## src/rtl/mbx_pkg.sv

```systemverilog
package mbx_pkg;
  localparam int IRL_W = 4;

  typedef enum logic [2:0] {
    RG_NONE, RG_CON_DATA, RG_CON_STAT, RG_KB_DATA, RG_IRL, RG_RST, RG_ERR
  } mbx_reg_e;

  // Higher of the pending levels; 0 when nothing is pending
  function automatic logic [IRL_W-1:0] mbx_level(
      input logic kb_p, input logic con_p,
      input logic [IRL_W-1:0] kb_lvl, input logic [IRL_W-1:0] con_lvl);
    logic [IRL_W-1:0] a;
    logic [IRL_W-1:0] b;
    a = kb_p  ? kb_lvl  : '0;
    b = con_p ? con_lvl : '0;
    return (a > b) ? a : b;
  endfunction
endpackage

```

## src/rtl/mbx_decode.sv

```systemverilog
module mbx_decode
  import mbx_pkg::*;
#(
  parameter int ADDR_W = 16,
  parameter int unsigned CON_BASE = 'h3000,
  parameter int unsigned KB_BASE  = 'h6000,
  parameter int unsigned CTL_BASE = 'h37D4
) (
  input  logic [ADDR_W-1:0] addr,
  output mbx_reg_e          region
);
  always_comb begin
    if      (addr == ADDR_W'(CON_BASE))     region = RG_CON_DATA;
    else if (addr == ADDR_W'(CON_BASE + 4)) region = RG_CON_STAT;
    else if (addr == ADDR_W'(KB_BASE))      region = RG_KB_DATA;
    else if (addr == ADDR_W'(CTL_BASE))     region = RG_IRL;
    else if (addr == ADDR_W'(CTL_BASE + 4)) region = RG_RST;
    else if (addr == ADDR_W'(CTL_BASE + 8)) region = RG_ERR;
    else                                    region = RG_NONE;
  end
endmodule

```

## src/rtl/mbx_kb_slot.sv

```systemverilog
module mbx_kb_slot #(
  parameter int CHAR_W = 8
) (
  input  logic              clk,
  input  logic              rst_n,
  input  logic              in_valid,
  input  logic [CHAR_W-1:0] in_data,
  output logic              in_ready,
  input  logic              take,
  output logic              full,
  output logic [CHAR_W-1:0] data
);
  always_ff @(posedge clk) begin
    if (!rst_n) begin
      full <= 1'b0;
      data <= '0;
    end else if (in_valid && !full) begin
      full <= 1'b1;
      data <= in_data;
    end else if (take) begin
      full <= 1'b0;
    end
  end

  assign in_ready = !full;
endmodule

```

## src/rtl/mbx_con_slot.sv

```systemverilog
module mbx_con_slot #(
  parameter int CHAR_W = 8
) (
  input  logic              clk,
  input  logic              rst_n,
  input  logic              wr,
  input  logic [CHAR_W-1:0] wdata,
  input  logic              stat_rd,
  output logic              out_valid,
  output logic [CHAR_W-1:0] out_data,
  input  logic              out_ready,
  output logic              done
);
  logic drained;
  assign drained = out_valid && out_ready;

  always_ff @(posedge clk) begin
    if (!rst_n) begin
      out_valid <= 1'b0;
      out_data  <= '0;
    end else if (drained) begin
      out_valid <= 1'b0;
    end else if (wr && !out_valid) begin
      out_valid <= 1'b1;
      out_data  <= wdata;
    end
  end

  // A new drain event wins over a clear in the same cycle
  always_ff @(posedge clk) begin
    if (!rst_n)              done <= 1'b0;
    else if (drained)        done <= 1'b1;
    else if (wr || stat_rd)  done <= 1'b0;
  end
endmodule

```

## src/rtl/periph_mailbox.sv

```systemverilog
module periph_mailbox
  import mbx_pkg::*;
#(
  parameter int ADDR_W = 16,
  parameter int DATA_W = 32,
  parameter int CHAR_W = 8,
  parameter int unsigned CON_BASE = 'h3000,
  parameter int unsigned KB_BASE  = 'h6000,
  parameter int unsigned CTL_BASE = 'h37D4,
  parameter int unsigned KB_LEVEL  = 10,
  parameter int unsigned CON_LEVEL = 11
) (
  input  logic              clk,
  input  logic              rst_n,
  input  logic              bus_sel,
  input  logic              bus_we,
  input  logic [ADDR_W-1:0] bus_addr,
  input  logic [DATA_W-1:0] bus_wdata,
  output logic [DATA_W-1:0] bus_rdata,
  input  logic              kb_valid,
  input  logic [CHAR_W-1:0] kb_data,
  output logic              kb_ready,
  output logic              con_valid,
  output logic [CHAR_W-1:0] con_data,
  input  logic              con_ready,
  input  logic              cpu_error,
  output logic              cpu_reset,
  output logic [3:0]        irl
);
  localparam logic [IRL_W-1:0] KB_LVL  = IRL_W'(KB_LEVEL);
  localparam logic [IRL_W-1:0] CON_LVL = IRL_W'(CON_LEVEL);

  mbx_reg_e region;
  logic     rd_ev, wr_ev;
  logic     kb_pend, con_pend, con_full;
  logic [CHAR_W-1:0] kb_char;
  logic     err_q, rst_q;
  logic     unused_wbits;

  assign rd_ev = bus_sel && !bus_we;
  assign wr_ev = bus_sel && bus_we;
  assign unused_wbits = ^bus_wdata[DATA_W-1:CHAR_W];

  mbx_decode #(.ADDR_W(ADDR_W), .CON_BASE(CON_BASE), .KB_BASE(KB_BASE),
               .CTL_BASE(CTL_BASE)) u_dec (
    .addr(bus_addr), .region(region));

  mbx_kb_slot #(.CHAR_W(CHAR_W)) u_kb (
    .clk(clk), .rst_n(rst_n),
    .in_valid(kb_valid), .in_data(kb_data), .in_ready(kb_ready),
    .take(rd_ev && region == RG_KB_DATA),
    .full(kb_pend), .data(kb_char));

  mbx_con_slot #(.CHAR_W(CHAR_W)) u_con (
    .clk(clk), .rst_n(rst_n),
    .wr(wr_ev && region == RG_CON_DATA), .wdata(bus_wdata[CHAR_W-1:0]),
    .stat_rd(rd_ev && region == RG_CON_STAT),
    .out_valid(con_full), .out_data(con_data), .out_ready(con_ready),
    .done(con_pend));

  assign con_valid = con_full;

  always_ff @(posedge clk) begin
    if (!rst_n) begin
      err_q <= 1'b0;
      rst_q <= 1'b0;
    end else begin
      err_q <= err_q | cpu_error;
      rst_q <= wr_ev && region == RG_RST && bus_wdata[0];
    end
  end

  assign cpu_reset = rst_q;
  assign irl = mbx_level(kb_pend, con_pend, KB_LVL, CON_LVL);

  always_comb begin
    unique case (region)
      RG_CON_STAT: bus_rdata = DATA_W'({con_pend, con_full});
      RG_KB_DATA:  bus_rdata = DATA_W'({kb_pend, kb_char});
      RG_IRL:      bus_rdata = DATA_W'(irl);
      RG_ERR:      bus_rdata = DATA_W'(err_q);
      default:     bus_rdata = '0;
    endcase
  end
endmodule

```

## config.mk

```make
export PLATFORM = sky130hd
export DESIGN_NAME = periph_mailbox
export DESIGN_NICKNAME = d
export VERILOG_FILES = /design/src/rtl/mbx_pkg.sv /design/src/rtl/mbx_decode.sv /design/src/rtl/mbx_kb_slot.sv /design/src/rtl/mbx_con_slot.sv /design/src/rtl/periph_mailbox.sv
export SDC_FILE = /design/constraint.sdc
export NUM_CORES = 1
export LEC_CHECK = 0
export BUFFER_PORTS_ARGS = -buffer_cell sky130_fd_sc_hd__clkbuf_2
export CAP_MARGIN = 20
export CORE_MARGIN = 3
export CORE_UTILIZATION = 38
export CTS_CLUSTER_SIZE = 30
export DETAILED_ROUTE_END_ITERATION = 8
export GPL_TIMING_DRIVEN = 1
export HOLD_SLACK_MARGIN = 0.08
export PLACE_DENSITY = 0.84
export SYNTH_ARGS = -nofsm -noshare
export SYNTH_HDL_FRONTEND = slang
export SYNTH_SLANG_ARGS = --single-unit
```

## constraint.sdc

```tcl
create_clock -name clk -period 1.75 [get_ports clk]
set_input_delay 0.2625 -clock clk [delete_from_list [all_inputs] [get_ports clk]]
set_output_delay 0.2625 -clock clk [all_outputs]
set_load 0.05 [all_outputs]
```

==> run summary <==
The run finished, with violations left. The checks that failed: negative setup slack. The logs give 0 for the DRC violations left and 1.49 ns for the critical path required time.

After legalization and detailed placement, the total HPWL measured 2640 µm. The total routed wirelength was 3620 µm. The total number of yosys warnings came out at 0. The cell area that synthesis handed to floorplanning was 1330 µm².

The CTS H-tree depth was 1; the area of the die was 4230 µm². The run gives 5840 µm as the global-route wire length before repair. Row generation in the floorplan step produced 20 rows. Counting every sink on the clock net gives 21.

In the routed layout, each cell is associated on average with a via count of 4.85. The die is 65.1 µm tall. The number of antenna violations at the first check in global routing came out at 0. The tightest hold path in the finished design has a slack of 0.136 ns.

The number of buffers created by CTS was 3; the number of ports placed on the die boundary was 110. The clock arrives with 0.00647 ns of skew. Sorting the synthesized cells by area gives the leading types as sky130_fd_sc_hd__dfxtp_1 (32%), sky130_fd_sc_hd__buf_4 (14%), sky130_fd_sc_hd__mux2i_1 (6.8%), sky130_fd_sc_hd__nor2b_1 (5.2%), sky130_fd_sc_hd__nand3_1 (4.2%). The number of setup violations in the final report is 3, and the portion of synthesized cell area occupied by the leading cell type is 31.7%.

The logs give -0.120 ns for the post-placement worst setup slack and 4 for the number of optimization iterations in the first detailed-route pass. Synthesis inferred 21 register bits. TritonCTS built the clock tree. The number of DRC markers in iteration 0 is 24, and the total global routing overflow is 0.

The tools report the flop-to-flop setup slack as 0.46 ns. The worst setup path is launched from an input port. The number of hold buffers added after CTS was 0. The worst path in the final design needs a cycle of 1.83 ns, including I/O delays and setup. In this run the worst path has a maximum fanout of 3. The synthesis-to-finish area growth came out at 44.6%.

Among all cell types in the netlist, the one instantiated most often is sky130_fd_sc_hd__buf_4. After clock tree synthesis, the clock-pin slew on the worst setup and hold paths is 0.13 ns. The total number of vias is 1255, and the post-layout worst setup margin is -0.0777 ns. The part of the cycle the worst path needs is 104%.

The clock root buffer master was sky130_fd_sc_hd__clkbuf_4. Setup repair after global routing could not meet its margin everywhere. Clock latency on the worst-skew pair, taken at its later pin, is 0.31 ns. The pin count of the biggest net entering global routing is 22. Async set or reset register ratio after synthesis: 0%. The via count of the first global-routing pass is 1298, and the number of nets in the final layout is 279. Across the run, the number of max-cap violations was 0. Type of the worst setup path: in -> out.

In this run the mean area of a mapped cell was 9.21 µm². The number of I/O port buffers came out at 61. sky130_fd_sc_hd__dfxtp_1 takes more of the synthesized area than any other cell. The tools report the final max-slew violation count as 0. For this design the ratio of total power to cell area is 538 nW/µm². After technology mapping, the gate count stands at 144.

The data arrival time of the critical path came out at 1.57 ns. Upper clock frequency limit: 547 MHz. The remaining number of nets flagged by the antenna check after routing was 0; the fraction of the yosys area taken by sequential cells was 31.7%.

The fraction of final layout cells sized beyond drive strength 1 is 47.4%. The final count of hold timing violations was 0; the area of the placeable core was 3180 µm². For this configuration, the core starts out at a cell density of 41.7%. Dividing the detail-routed wire length by the instance count gives 14.0 µm. The overall routing resource usage was 17.2%. Most common flop cell mapped by yosys: sky130_fd_sc_hd__dfxtp_1. STA classifies the critical path endpoint as a primary output. The number of antenna diodes in the final layout is 0. The tools report the maximum clock insertion buffer count as 2. After synthesis, the most frequently instantiated cells are sky130_fd_sc_hd__buf_4 (25), sky130_fd_sc_hd__dfxtp_1 (21), sky130_fd_sc_hd__nand3_1 (11), sky130_fd_sc_hd__nor2b_1 (11). The distinct cell type count after synthesis is 39, and the horizontal die dimension is 65.1 µm. IR analysis of the VDD net gives a maximum drop of 0.000491 V. The path type of the worst min-delay path was in -> reg. In this run the static leakage power is 0.872 nW. For the final routed database, the setup TNS stands at -0.166 ns. Overall power consumption after layout is estimated at 1.03 mW. In this run, synthesis inferred 0 flip-flops with an integrated enable. The routability congestion estimate came out at 0.807.
[routing by layer]
layer | up-vias | global-route usage [%] | routed length [µm]
li1 | 612 | - | -
met5 | - | 0 | 0
met4 | 0 | 4.15 | 46
met1 | 580 | 20.3 | 1370
met2 | 57 | 30.1 | 1850
met3 | 6 | 5.37 | 344
[layout by cell type (no fill, tap or decap), drive strengths merged, types with 3 or more instances in the layout]
master,synthesis,layout
clkbuf,3,54
buf,29,25
conb,1,24
dfxtp,21,21
nor2b,11,11
nand3,11,11
mux2i,9,9
o21ai,9,9
a21boi,9,9
and3,7,7
nor4,4,4
inv,3,3
and2,3,3
[flip-flops by register name (all words and copies together), names as in the netlist]
register	cells
cpu_reset	1
err_q	1
u_con.done	1
u_con.out_data	8
u_con.out_valid	1
u_kb.data	8
u_kb.full	1
[through the flow]
| stage | std cells | instance area, µm² | utilization (%) |
|---|---|---|---|
| 6_report | 259 | 1920 | 60.4 |
| 3_3_place_gp | 253 | 1710 | 53.7 |
| 3_5_place_dp | 253 | 1710 | 53.7 |
| 2_1_floorplan | 167 | 1450 | - |
| 5_1_grt | 259 | 1920 | 60.4 |
| 4_1_cts | 258 | 1860 | 58.5 |
[cells by family after synthesis]
group,count (synthesis),share of synthesized area (%)
buffers and inverters,35,18.6
AO/OA/AOI/OAI,28,14.0
AND/OR/NAND/NOR,49,28.0
XOR/XNOR,1,0.660
other,1,0.283
flip-flops,21,31.7
multiplexers,9,6.79
[critical path: stages]
cell                       delay [ns]
sky130_fd_sc_hd__clkbuf_2        0.10
sky130_fd_sc_hd__nor4b_4         0.29
sky130_fd_sc_hd__and4b_2         0.33
sky130_fd_sc_hd__buf_6           0.12
sky130_fd_sc_hd__nand3_2         0.06
sky130_fd_sc_hd__o221ai_2        0.23
sky130_fd_sc_hd__buf_12          0.17
[what timing repair did]
action	4_1_cts	5_1_grt
endpoints found under the setup margin	9	9
pin swaps	6	9
buffers inserted	1	1
gates resized for setup	25	21
endpoints found under the hold margin	0	0
[path summary, 6_finish.rpt]
kind                    from                 to  cells past startpoint
min                cpu_error              err_q                      2
min reg2reg            err_q              err_q                      1
max              bus_addr[0]       bus_rdata[0]                      7
max reg2reg  u_con.out_valid  u_con.out_data[1]                      4
[final cells by class]
class / instances / area, µm²
timing repair buffer: 76 / 552
sequential: 21 / 422
fill: 313 / 1260
clock buffer: 3 / 22.5
clock inverter: 1 / 5.00
inverter: 3 / 11.3
multi-input combinational: 111 / 851
tap: 44 / 55.1
[report_power, final]
group | total (mW) | switching (mW) | internal [mW]
combinational | 0.284 | 0.201 | 0.0830
sequential | 0.504 | 0.0109 | 0.493
clock | 0.245 | 0.159 | 0.0852
total | 1.03 | 0.371 | 0.661
(Power assumes the default switching activity.)
